$ cat src/rtl/conv_seq_pkg.sv
package conv_seq_pkg;

    typedef struct packed {
        logic cs_n;
        logic wr_n;
        logic rd_n;
        logic st_n;
    } strobe_t;

    typedef enum logic {
        S_IDLE = 1'b0,
        S_CONV = 1'b1
    } conv_state_e;

endpackage

$ cat src/rtl/strobe_edges.sv
module strobe_edges
    import conv_seq_pkg::*;
(
    input  logic clk,
    input  logic rst_n,
    input  logic cs_n,
    input  logic wr_n,
    input  logic rd_n,
    input  logic start_n,
    output logic dac_load,
    output logic st_fall,
    output logic rd_start,
    output logic flag_clr
);

    strobe_t prev_d, prev_q;

    always_comb begin
        prev_d.cs_n = cs_n;
        prev_d.wr_n = wr_n;
        prev_d.rd_n = rd_n;
        prev_d.st_n = start_n;
    end

    always_ff @(posedge clk or negedge rst_n) begin
        if (!rst_n) prev_q <= '{cs_n: 1'b1, wr_n: 1'b1, rd_n: 1'b1, st_n: 1'b1};
        else        prev_q <= prev_d;
    end

    // Edges are found by comparing each strobe with its value one cycle earlier.
    always_comb begin
        dac_load = !prev_q.wr_n && wr_n && !cs_n;
        st_fall  = prev_q.st_n && !start_n;
        rd_start = prev_q.rd_n && !rd_n && !cs_n;
        flag_clr = (!prev_q.cs_n && cs_n) || (!prev_q.rd_n && rd_n);
    end

    // a fall of the start pin is a single-cycle event
    p_start_pulse_r4: assert property (@(posedge clk) disable iff (!rst_n)
        st_fall |=> !st_fall);

endmodule

$ cat src/rtl/dac_hold_reg.sv
module dac_hold_reg #(
    parameter int DATA_W = 8
) (
    input  logic              clk,
    input  logic              rst_n,
    input  logic              load,
    input  logic [DATA_W-1:0] din,
    output logic [DATA_W-1:0] dac_q
);

    logic [DATA_W-1:0] val_d, val_q;

    always_comb begin
        val_d = val_q;
        if (load) val_d = din;
    end

    always_ff @(posedge clk or negedge rst_n) begin
        if (!rst_n) val_q <= '0;
        else        val_q <= val_d;
    end

    assign dac_q = val_q;

    p_dac_load_r1: assert property (@(posedge clk) disable iff (!rst_n)
        load |=> (dac_q == $past(din)));

    p_dac_hold_r2: assert property (@(posedge clk) disable iff (!rst_n)
        !load |=> $stable(dac_q));

endmodule

$ cat src/rtl/adc_conv_ctrl.sv
module adc_conv_ctrl
    import conv_seq_pkg::*;
#(
    parameter int DATA_W      = 8,
    parameter int CONV_CYCLES = 10
) (
    input  logic              clk,
    input  logic              rst_n,
    input  logic              rd_mode,
    input  logic              fmt_signed,
    input  logic              st_fall,
    input  logic              rd_start,
    input  logic              flag_clr,
    input  logic [DATA_W-1:0] sample_code,
    output logic              busy_n,
    output logic              irq_n,
    output logic [DATA_W-1:0] result
);

    localparam int CNT_W = (CONV_CYCLES > 1) ? $clog2(CONV_CYCLES) : 1;
    localparam int RUN_W = $clog2(CONV_CYCLES + 2) + 1;
    localparam logic [DATA_W-1:0] SIGN_FLIP = {1'b1, {(DATA_W-1){1'b0}}};
    localparam logic [CNT_W-1:0]  CNT_LAST  = CNT_W'(CONV_CYCLES - 1);

    typedef struct packed {
        conv_state_e       state;
        logic [CNT_W-1:0]  cnt;
        logic [DATA_W-1:0] cap;
        logic [DATA_W-1:0] res;
        logic              busy_n;
        logic              irq_n;
    } ctrl_t;

    localparam ctrl_t CTRL_RST = '{state: S_IDLE, cnt: '0, cap: '0, res: '0,
                                   busy_n: 1'b1, irq_n: 1'b1};

    ctrl_t ctl_d, ctl_q;
    logic  start_req;

    always_comb begin
        ctl_d     = ctl_q;
        start_req = rd_mode ? rd_start : st_fall;
        if (flag_clr) ctl_d.irq_n = 1'b1;
        case (ctl_q.state)
            S_IDLE: begin
                if (start_req) begin
                    ctl_d.state  = S_CONV;
                    ctl_d.cnt    = CNT_LAST;
                    ctl_d.cap    = sample_code ^ (fmt_signed ? SIGN_FLIP : '0);
                    ctl_d.busy_n = 1'b0;
                end
            end
            S_CONV: begin
                if (ctl_q.cnt == '0) begin
                    ctl_d.state  = S_IDLE;
                    ctl_d.busy_n = 1'b1;
                    ctl_d.irq_n  = 1'b0;
                    ctl_d.res    = ctl_q.cap;
                end else begin
                    ctl_d.cnt = ctl_q.cnt - 1'b1;
                end
            end
            default: ctl_d = CTRL_RST;
        endcase
    end

    always_ff @(posedge clk or negedge rst_n) begin
        if (!rst_n) ctl_q <= CTRL_RST;
        else        ctl_q <= ctl_d;
    end

    assign busy_n = ctl_q.busy_n;
    assign irq_n  = ctl_q.irq_n;
    assign result = ctl_q.res;

    // Checker-only run length of the busy pulse
    logic [RUN_W-1:0] low_run;
    always_ff @(posedge clk or negedge rst_n) begin
        if (!rst_n)                     low_run <= '0;
        else if (busy_n)                low_run <= '0;
        else if (low_run != {RUN_W{1'b1}}) low_run <= low_run + 1'b1;
    end

    p_busy_len_r6: assert property (@(posedge clk) disable iff (!rst_n)
        $rose(busy_n) |-> (low_run == RUN_W'(CONV_CYCLES)));

    p_irq_at_done_r6: assert property (@(posedge clk) disable iff (!rst_n)
        $rose(busy_n) |-> !irq_n);

    p_clear_r7: assert property (@(posedge clk) disable iff (!rst_n)
        (flag_clr && busy_n) |=> irq_n);

    p_capture_r8: assert property (@(posedge clk) disable iff (!rst_n)
        !busy_n |=> $stable(ctl_q.cap));

    p_result_hold_r11: assert property (@(posedge clk) disable iff (!rst_n)
        busy_n |=> $stable(result));

endmodule

$ cat src/rtl/conv_bus_seq.sv
module conv_bus_seq #(
    parameter int DATA_W      = 8,
    parameter int CONV_CYCLES = 10
) (
    input  logic              clk,
    input  logic              rst_n,
    input  logic              cs_n,
    input  logic              wr_n,
    input  logic              rd_n,
    input  logic              start_n,
    input  logic              rd_mode,
    input  logic              fmt_signed,
    input  logic [DATA_W-1:0] bus_in,
    input  logic [DATA_W-1:0] sample_code,
    output logic [DATA_W-1:0] dac_q,
    output logic [DATA_W-1:0] bus_out,
    output logic              bus_oe,
    output logic              busy_n,
    output logic              irq_n
);

    logic              dac_load;
    logic              st_fall;
    logic              rd_start;
    logic              flag_clr;
    logic [DATA_W-1:0] result;

    strobe_edges u_edges (
        .clk      (clk),
        .rst_n    (rst_n),
        .cs_n     (cs_n),
        .wr_n     (wr_n),
        .rd_n     (rd_n),
        .start_n  (start_n),
        .dac_load (dac_load),
        .st_fall  (st_fall),
        .rd_start (rd_start),
        .flag_clr (flag_clr)
    );

    dac_hold_reg #(.DATA_W(DATA_W)) u_dac (
        .clk   (clk),
        .rst_n (rst_n),
        .load  (dac_load),
        .din   (bus_in),
        .dac_q (dac_q)
    );

    adc_conv_ctrl #(.DATA_W(DATA_W), .CONV_CYCLES(CONV_CYCLES)) u_adc (
        .clk         (clk),
        .rst_n       (rst_n),
        .rd_mode     (rd_mode),
        .fmt_signed  (fmt_signed),
        .st_fall     (st_fall),
        .rd_start    (rd_start),
        .flag_clr    (flag_clr),
        .sample_code (sample_code),
        .busy_n      (busy_n),
        .irq_n       (irq_n),
        .result      (result)
    );

    // The pads are driven only during a selected read.
    always_comb begin
        bus_oe  = !cs_n && !rd_n;
        bus_out = bus_oe ? result : '0;
    end

    // the bus carries the stored result whenever it is driven
    p_bus_value_r10: assert property (@(posedge clk) disable iff (!rst_n)
        bus_oe |-> (bus_out == result));

endmodule

$ cat config.mk
export PLATFORM = sky130hd
export DESIGN_NAME = conv_bus_seq
export DESIGN_NICKNAME = d
export VERILOG_FILES = /design/src/rtl/conv_seq_pkg.sv /design/src/rtl/strobe_edges.sv /design/src/rtl/dac_hold_reg.sv /design/src/rtl/adc_conv_ctrl.sv /design/src/rtl/conv_bus_seq.sv
export SDC_FILE = /design/constraint.sdc
export NUM_CORES = 1
export LEC_CHECK = 0
export BUFFER_PORTS_ARGS = -buffer_cell sky130_fd_sc_hd__buf_4
export CORE_AREA = 2 2 53 60
export DETAILED_ROUTE_END_ITERATION = 10
export DIE_AREA = 0 0 55 62
export PLACE_DENSITY = 0.79
export SYNTH_ARGS = -nofsm -noshare
export SYNTH_HDL_FRONTEND = slang
export SYNTH_SLANG_ARGS = --single-unit
$ cat constraint.sdc
create_clock -name clk -period 3.12 [get_ports clk]
set_input_delay 0.312 -clock clk [delete_from_list [all_inputs] [get_ports clk]]
set_output_delay 0.312 -clock clk [all_outputs]
set_load 0.005 [all_outputs]
==> out/metrics.cfg, run 1 <==
[global_route]
grt.total_usage_pct = 17.8
global_route.overflow_total = 0
via_count_of_the_first_global_routing_pass = 962
grt_first_pass_wirelength_um = 4110
antenna_found_initial = 0
maximum_number_of_pins_on_one_net_before_global_route_repair = 36

[drt]
average_routed_wire_per_standard_cell_um = 14.2
first_iter_violations = 16
route.final.wire_length_um = 2640
avgViaCountPerCell = 5.10
via_count = 949
drt-pass1-iter-count = 4
antenna_left = 0
drc = 0

[placed_design]
port-buffer-count = 42
finalWeightedCongestion = 0.697
dp_hpwl_um = 1920

[floorplanning]
floorplan.die_area_um2 = 3410
die_width_um = 55
core_um2 = 2890
boundaryPins = 43
rows = 21
floorplan.initialDensity_pct = 50.7
die_height_um = 62

[yosys]
netlist_top_cells_area = sky130_fd_sc_hd__dfrtp_1 49%, sky130_fd_sc_hd__mux2_2 15%, sky130_fd_sc_hd__dfstp_2 11%
synth.lib_cells_used.distinct = 26
ys_warn_count = 0
synth_top_cell_by_area = sky130_fd_sc_hd__dfrtp_1
synth-compound-area-share_pct = 4.01
synthCells = 102
post_synth_mux_area_share_pct = 20.1
syn_nets = 128
yosys.area_share.adder_pct = 1.71
ys_ff_latch = 35
netlist_area_um2 = 1470
synth_xor_area_share_pct = 1.19
post_synth.cell_area_avg_um2 = 14.4
ys_seq_area_share_pct = 60.2
synth_top_area_share_pct = 49.5
synth_top_family_by_area = multiplexers
simple_gate_area_share_of_the_yosys_netlist_pct = 10.7

[final_layout]
insertedDiodeCount = 0
flow.area_growth_from_synthesis_pct = 29.0
layout.cells.most_common = sky130_fd_sc_hd__buf_4
post_route_cells_drive_above_1_share_pct = 62.5
nNetsFinal = 177
most_used_cells_in_the_layout_excluding_fill_and_tap_cells = 42 x sky130_fd_sc_hd__buf_4, 29 x sky130_fd_sc_hd__dfrtp_1, 20 x sky130_fd_sc_hd__mux2_2

[clock_tree]
cts.reportedPaths.clkPinSlew_ns = 0.10
ctsHtreeMaxLevel = 2
cts-buffers-inserted = 5
cts_root_buf = sky130_fd_sc_hd__clkbuf_4
clock_insertion_delay_worst_skew_ns = 0.34
tritoncts = built
cts.repair_timing.setup_buffer_count = 0
cts_resized = 0
clockBufferDepth = 2
ctsHoldBuffers = 1
cts.sink_count = 35

[critical_path]
setup.worst_path.class = flip-flop to flip-flop
worstPathMaxFanout = 10
critical-path-top-delay-family = simple AND/OR/NAND/NOR gates
timing.critical_path.from_type = flip-flop
critical_path_buf_inv_count = 1
worst_path_largest_cell_delay_ns = 0.43
worst_path_max_delay_cell = sky130_fd_sc_hd__nor2_2
worstSetupEndpointType = flip-flop
cp.arrival_ns = 1.94
worst_ep_required_time_ns = 3.34
ordered_list_of_cells_on_the_worst_path = inv_1, ha_1, nand2b_1, nor2_2, mux2_2

[sta]
fin_crit_ns = 1.71
achievable-frequency_mhz = 583
holdWs_ns = 0.0745
slew_violations = 0
setup_repair_after_global_routing_missed_its_margin = no
max_slew_margin_pct = 61.3
final.period_utilization_pct = 54.9
slew_at_the_pin_closest_to_its_max_slew_limit_ns = 0.578
count_of_final_hold_check_violations = 0
clock_skew_ns = 0.00802
setup_viol_count_final = 0
fin_tns_setup_ns = 0

[status]
run_status = completed

[hold_path]
hold_class = input pin to flip-flop

[power_and_ir_drop]
power_density_nw_per_um2 = 775
static-leakage-power_nw = 0.911
vdd_ir_drop_max_mv = 0.444

[flow_run]
maxCapViolCount = 0

[kinds of logic (layout without fill, tap and decap cells)]
family,count (synthesis),in the layout
AOI/OAI and AO/OA,7,7
xor gates and xnor gates,2,2
adders and majority gates,2,2
buffers and inverters,6,56
DFF,35,35
muxes,25,25
and+or+nand+nor,25,25
[synthesized netlist by cell type]
library cell,count
sky130_fd_sc_hd__a211o_4,1
sky130_fd_sc_hd__a21o_2,1
sky130_fd_sc_hd__a21oi_1,1
sky130_fd_sc_hd__a221oi_1,1
sky130_fd_sc_hd__a31o_2,1
sky130_fd_sc_hd__and2_2,9
sky130_fd_sc_hd__buf_6,1
sky130_fd_sc_hd__dfrtp_1,29
sky130_fd_sc_hd__dfstp_2,6
sky130_fd_sc_hd__ha_1,2
sky130_fd_sc_hd__inv_1,5
sky130_fd_sc_hd__mux2_2,20
sky130_fd_sc_hd__mux2_4,4
sky130_fd_sc_hd__mux2i_1,1
sky130_fd_sc_hd__nand2_1,5
sky130_fd_sc_hd__nand2_2,1
sky130_fd_sc_hd__nand2b_1,2
sky130_fd_sc_hd__nand3_1,1
sky130_fd_sc_hd__nor2_1,3
sky130_fd_sc_hd__nor2_2,1
sky130_fd_sc_hd__nor2_4,1
sky130_fd_sc_hd__nor3_1,1
sky130_fd_sc_hd__nor3b_2,1
sky130_fd_sc_hd__o21ai_0,2
sky130_fd_sc_hd__xnor2_1,1
sky130_fd_sc_hd__xor2_1,1
[report_power, final]
part           total [mW]  internal (mW)  switching [mW]
sequential          0.725          0.632          0.0930
clock               0.277          0.133           0.145
combinational       0.465          0.289           0.175
total                1.47           1.05           0.413
[cell type report]
| type | count | area, µm² |
|---|---|---|
| timing repair buffer | 43 | 325 |
| sequential | 35 | 883 |
| fill | 230 | 998 |
| multi-input combinational | 61 | 553 |
| tap | 34 | 42.5 |
| clock buffer | 8 | 68.8 |
| inverter | 5 | 18.8 |
[layer usage]
metal | track usage, % | share of wire [%]
met1 | 21.3 | 40
met3 | 5.50 | 4.7
met2 | 27.7 | 53
met5 | 0 | 0
met4 | 11.5 | 2.7
[per-stage QoR]
stage | instance area (µm²) | cells | power, mW | util (%) | worst slack (ns)
after floorplan | 1470 | 102 | 1.03 | - | 1.61
after global placement | 1810 | 177 | 1.17 | 62.7 | 1.48
after detailed placement | 1810 | 177 | 1.21 | 62.7 | 1.39
after CTS | 1890 | 186 | 1.49 | 65.5 | 1.38
after global routing | 1890 | 186 | 1.57 | 65.5 | 1.32
final | 1890 | 186 | 1.47 | 65.5 | 1.41
[flip-flops by register name, summed over array words and instances (netlist names)]
signal / cells
u_adc.result: 8
u_edges.prev_q: 4
u_adc.irq_n: 1
u_adc.busy_n: 1
u_adc.ctl_q: 13
u_dac.dac_q: 8
[final timing paths]
| path | cells after the start | slack, ns | endpoint | startpoint |
|---|---|---|---|---|
| setup / recovery | 5 | 1.41 | u_adc.result[4] | u_adc.ctl_q[18] |
| hold / removal | 1 | 0.07 | u_edges.prev_q[2] | wr_n |
| setup reg to reg | 5 | 1.41 | u_adc.result[4] | u_adc.ctl_q[18] |
| hold reg to reg | 1 | 0.51 | u_adc.result[5] | u_adc.result[5] |
| max in group asynchronous | 2 | 2.33 | u_edges.prev_q[0] | rst_n |
| min in group asynchronous | 2 | 0.44 | u_adc.ctl_q[10] | rst_n |
(Power assumes the default switching activity.)
==> run 2: changes to the inputs <==
--- a/config.mk
+++ b/config.mk
@@ -5,11 +5,12 @@
 export SDC_FILE = /design/constraint.sdc
 export NUM_CORES = 1
 export LEC_CHECK = 0
+export ABC_AREA = 1
 export BUFFER_PORTS_ARGS = -buffer_cell sky130_fd_sc_hd__buf_4
-export CORE_AREA = 2 2 53 60
+export CORE_AREA = 2 2 56 63
 export DETAILED_ROUTE_END_ITERATION = 10
-export DIE_AREA = 0 0 55 62
-export PLACE_DENSITY = 0.79
+export DIE_AREA = 0 0 58 65
+export PLACE_DENSITY = 0.73
 export SYNTH_ARGS = -nofsm -noshare
 export SYNTH_HDL_FRONTEND = slang
 export SYNTH_SLANG_ARGS = --single-unit
==> constraint.sdc (replaced) <==
create_clock -name clk -period 1.7 [get_ports clk]
set_input_delay 0.17 -clock clk [delete_from_list [all_inputs] [get_ports clk]]
set_output_delay 0.17 -clock clk [all_outputs]
set_load 0.005 [all_outputs]
==> run 2 against run 1 <==
  * Utilization shrank 4.2 points
  * Die area grew 11%
  * Worst setup slack lost 1.3 ns
  * First-iteration DRC count grew 38%
  * Wire length grew 4.0%
  * Non-clock buffer count grew 4
  * Critical path depth grew 1
  * Synthesized area grew 2.7%
  * Sequential cell count is the same
  * Clock skew grew 0.0042 ns
  * Combinational power grew 70%
  * Largest cell class unchanged
  * Final cell count grew 38%
==> out/metrics.cfg, run 2 <==
[final_layout]
most_used_cells_in_the_layout_excluding_fill_and_tap_cells = 53 x sky130_fd_sc_hd__nand2_1, 42 x sky130_fd_sc_hd__buf_4, 29 x sky130_fd_sc_hd__dfrtp_1
post_route_cells_drive_above_1_share_pct = 29.4  ; -33 points
nNetsFinal = 246  ; +39%
registers.top_by_ff_count = u_adc.ctl_q
layout.cells.most_common = sky130_fd_sc_hd__nand2_1
flow.area_growth_from_synthesis_pct = 29.7
insertedDiodeCount = 0  ; unchanged
largest_register_ffs = 13  ; unchanged
post_layout_nonfiller_instances = 257  ; +38%
layout.filler_cells = 291  ; +27%

[sta]
slew_at_the_pin_closest_to_its_max_slew_limit_ns = 0.429  ; -0.149 ns
slew_violations = 0  ; unchanged
fin_tns_setup_ns = 0  ; unchanged
max_slew_margin_pct = 71.4  ; +10 points
clock_skew_ns = 0.0122  ; +0.00415 ns
setup_repair_after_global_routing_missed_its_margin = no
fin_crit_ns = 1.58
count_of_final_hold_check_violations = 0  ; unchanged
setup_viol_count_final = 0  ; unchanged
achievable-frequency_mhz = 631
final.period_utilization_pct = 93.2

[floorplanning]
rows = 22  ; +4.8%
floorplan.initialDensity_pct = 47.2  ; -3.6 points
core_um2 = 3190  ; +10%
boundaryPins = 43  ; unchanged
die_height_um = 65  ; +4.8%
die_width_um = 58  ; +5.5%
floorplan.die_area_um2 = 3770  ; +11%

[critical_path]
worstPathMaxFanout = 8  ; -2
setup.worst_path.class = input pin to output pin
worst_ep_required_time_ns = 1.53  ; -1.81 ns
reg2regPathDepth = 8  ; +3
timing.critical_path.from_type = input pin
crit-reg2reg-launch = u_adc.ctl_q[18]
worstSetupEndpointType = output pin
critPathLaunch = cs_n
cp.arrival_ns = 1.41  ; -0.53 ns

[power_and_ir_drop]
comb_power_share_pct = 31.4  ; -0.3 points
switching_power_mw = 0.843  ; +100%
vdd_ir_drop_max_mv = 0.760  ; +71%
power_density_nw_per_um2 = 1290  ; +66%
sw_frac_of_total_pct = 33.5  ; +5.3 points
p_int_mw = 1.67  ; +59%
p_seq_share_pct = 50.6  ; +1.2 points
static-leakage-power_nw = 1.06  ; +16%
power.clock.fraction_pct = 18.0  ; -0.9 points

[drt]
average_routed_wire_per_standard_cell_um = 10.7  ; -25%
via_count = 1215  ; +28%
avgViaCountPerCell = 4.73  ; -7.3%
antenna_left = 0  ; unchanged
route.final.wire_length_um = 2750  ; +4.0%
first_iter_violations = 22  ; +6
drc = 0  ; unchanged
drt-pass1-iter-count = 4  ; unchanged

[yosys]
synth_common_cells = 53 x sky130_fd_sc_hd__nand2_1, 29 x sky130_fd_sc_hd__dfrtp_1, 22 x sky130_fd_sc_hd__inv_1
ys_ff_latch = 35  ; unchanged
synth_top_area_share_pct = 48.2  ; -1.3 points
post_synth.cell_area_avg_um2 = 8.91  ; -38%
synth-edff-count = 0  ; unchanged
netlist_area_um2 = 1510  ; +2.7%
ys_async_sr_fraction_pct = 100  ; unchanged
synth_top_cell_by_area = sky130_fd_sc_hd__dfrtp_1
ys_dominant_reg_cell = sky130_fd_sc_hd__dfrtp_1
synthCells = 169  ; +66%
netlist_top_cells_area = sky130_fd_sc_hd__dfrtp_1 48%, sky130_fd_sc_hd__nand2_1 13%, sky130_fd_sc_hd__dfstp_2 10%
ys_warn_count = 0  ; unchanged
ys_seq_area_share_pct = 58.6  ; -1.6 points
synth.lib_cells_used.distinct = 22  ; -15%
synthMostInstantiatedCell = sky130_fd_sc_hd__nand2_1
syn_nets = 195  ; +52%

[clock_tree]
cts.repair_timing.setup_buffer_count = 0  ; unchanged
clockBufferDepth = 2  ; unchanged
ctsHtreeMaxLevel = 2  ; unchanged
cts.reportedPaths.clkPinSlew_ns = 0.10  ; about the same
cts-buffers-inserted = 5  ; unchanged
clock_insertion_delay_worst_skew_ns = 0.33  ; about the same
tritoncts = built
cts_root_buf = sky130_fd_sc_hd__clkbuf_4
cts.sink_count = 35  ; unchanged

[hold_path]
number_of_stages_on_the_worst_hold_path = 3  ; +2
hold_class = input pin to flip-flop
hold_start = bus_in[6]

[flow_run]
maxCapViolCount = 0  ; unchanged

[global_route]
global_route.overflow_total = 0  ; unchanged
grt_first_pass_wirelength_um = 4910  ; +20%
antenna_found_initial = 0  ; unchanged
grt.total_usage_pct = 17.2  ; -0.63 points
maximum_number_of_pins_on_one_net_before_global_route_repair = 36  ; unchanged
via_count_of_the_first_global_routing_pass = 1221  ; +27%

[placed_design]
placed_instances = 244  ; +38%
port-buffer-count = 42  ; unchanged
finalWeightedCongestion = 0.768  ; +10%
dp_hpwl_um = 2000  ; +4.0%

[status]
run_status = completed

run 2: cell count changes after synthesis, moves of 8 or more:
| cell | delta |
|---|---|
| sky130_fd_sc_hd__and2_2 | -9 |
| sky130_fd_sc_hd__inv_1 | +17 |
| sky130_fd_sc_hd__mux2_2 | -20 |
| sky130_fd_sc_hd__nand2_1 | +48 |
| sky130_fd_sc_hd__nand3_1 | +20 |
| sky130_fd_sc_hd__o21ai_0 | +8 |
run 2: cell type report:
cell class                 count  area, µm²  share of cell area (%)
clock buffer                   7       55.1                    2.82
multi-input combinational    107        510                    26.1
tap                           36       45.0                    2.30
clock inverter                 1       5.00                   0.256
timing repair buffer          47        365                    18.7
sequential                    35        883                    45.2
inverter                      24       90.1                    4.61
run 2: kinds of logic (layout without fill, tap and decap cells):
| logic type | Yosys count | in the layout | synth area share (%) |
|---|---|---|---|
| simple gates | 92 | 92 | 27.4 |
| compound gates | 11 | 11 | 3.65 |
| fa+ha+maj | 2 | 2 | 1.66 |
| flops | 35 | 35 | 58.6 |
| xor+xnor | 2 | 2 | 1.16 |
| buf+inv | 27 | 79 | 7.48 |
run 2: through the flow:
| step | utilization (%) | power (mW) | setup slack, ns | cell area [µm²] | hold WS (ns) |
|---|---|---|---|---|---|
| 3_3_place_gp | 57.8 | 2.06 | 0.370 | 1840 | 0.139 |
| 3_5_place_dp | 57.8 | 2.09 | 0.324 | 1840 | 0.143 |
| 4_1_cts | 61.2 | 2.56 | 0.0815 | 1950 | 0.0513 |
| 2_1_floorplan | - | 1.80 | 0.466 | 1510 | -0.126 |
| 6_report | 61.2 | 2.52 | 0.116 | 1950 | 0.0633 |
| 5_1_grt | 61.2 | 2.74 | 0.0360 | 1950 | 0.0483 |
run 2: final timing paths:
check / endpoint / slack [ns]
setup reg to reg: u_adc.busy_n / 0.33
hold / removal: u_dac.dac_q[6] / 0.06
min in group asynchronous: u_adc.result[4] / 0.32
hold reg to reg: u_adc.ctl_q[10] / 0.48
max in group asynchronous: u_adc.busy_n / 1.04
setup / recovery: bus_out[4] / 0.12
run 2: power by group through the flow:
stage / Sequential, mW / Clock (mW) / Combinational, mW
after floorplan: 1.27 / 0 / 0.531
after global placement: 1.28 / 0 / 0.775
after detailed placement: 1.29 / 0 / 0.797
after CTS: 1.28 / 0.475 / 0.809
after global routing: 1.31 / 0.518 / 0.917
final: 1.28 / 0.453 / 0.790
run 2: repair_timing:
| item | 4_1_cts | 5_1_grt |
|---|---|---|
| hold buffers | 5 | 0 |
| setup endpoints to repair | 0 | 4 |
| resized for setup | 0 | 1 |
| hold endpoints to repair | 33 | 0 |
run 2: critical path, cell delays in order:
cell	delay, ns
sky130_fd_sc_hd__dlygate4sd3_1	0.54
sky130_fd_sc_hd__buf_4	0.15
sky130_fd_sc_hd__nor2_2	0.21
sky130_fd_sc_hd__inv_2	0.12
sky130_fd_sc_hd__nor2_1	0.11
sky130_fd_sc_hd__buf_4	0.11
run 2: layer usage:
metal | routed length (µm) | global-route usage, %
met1 | 1150 | 18.3
met2 | 1400 | 30.8
met3 | 154 | 4.79
met4 | 43 | 8.14
met5 | 0 | 0
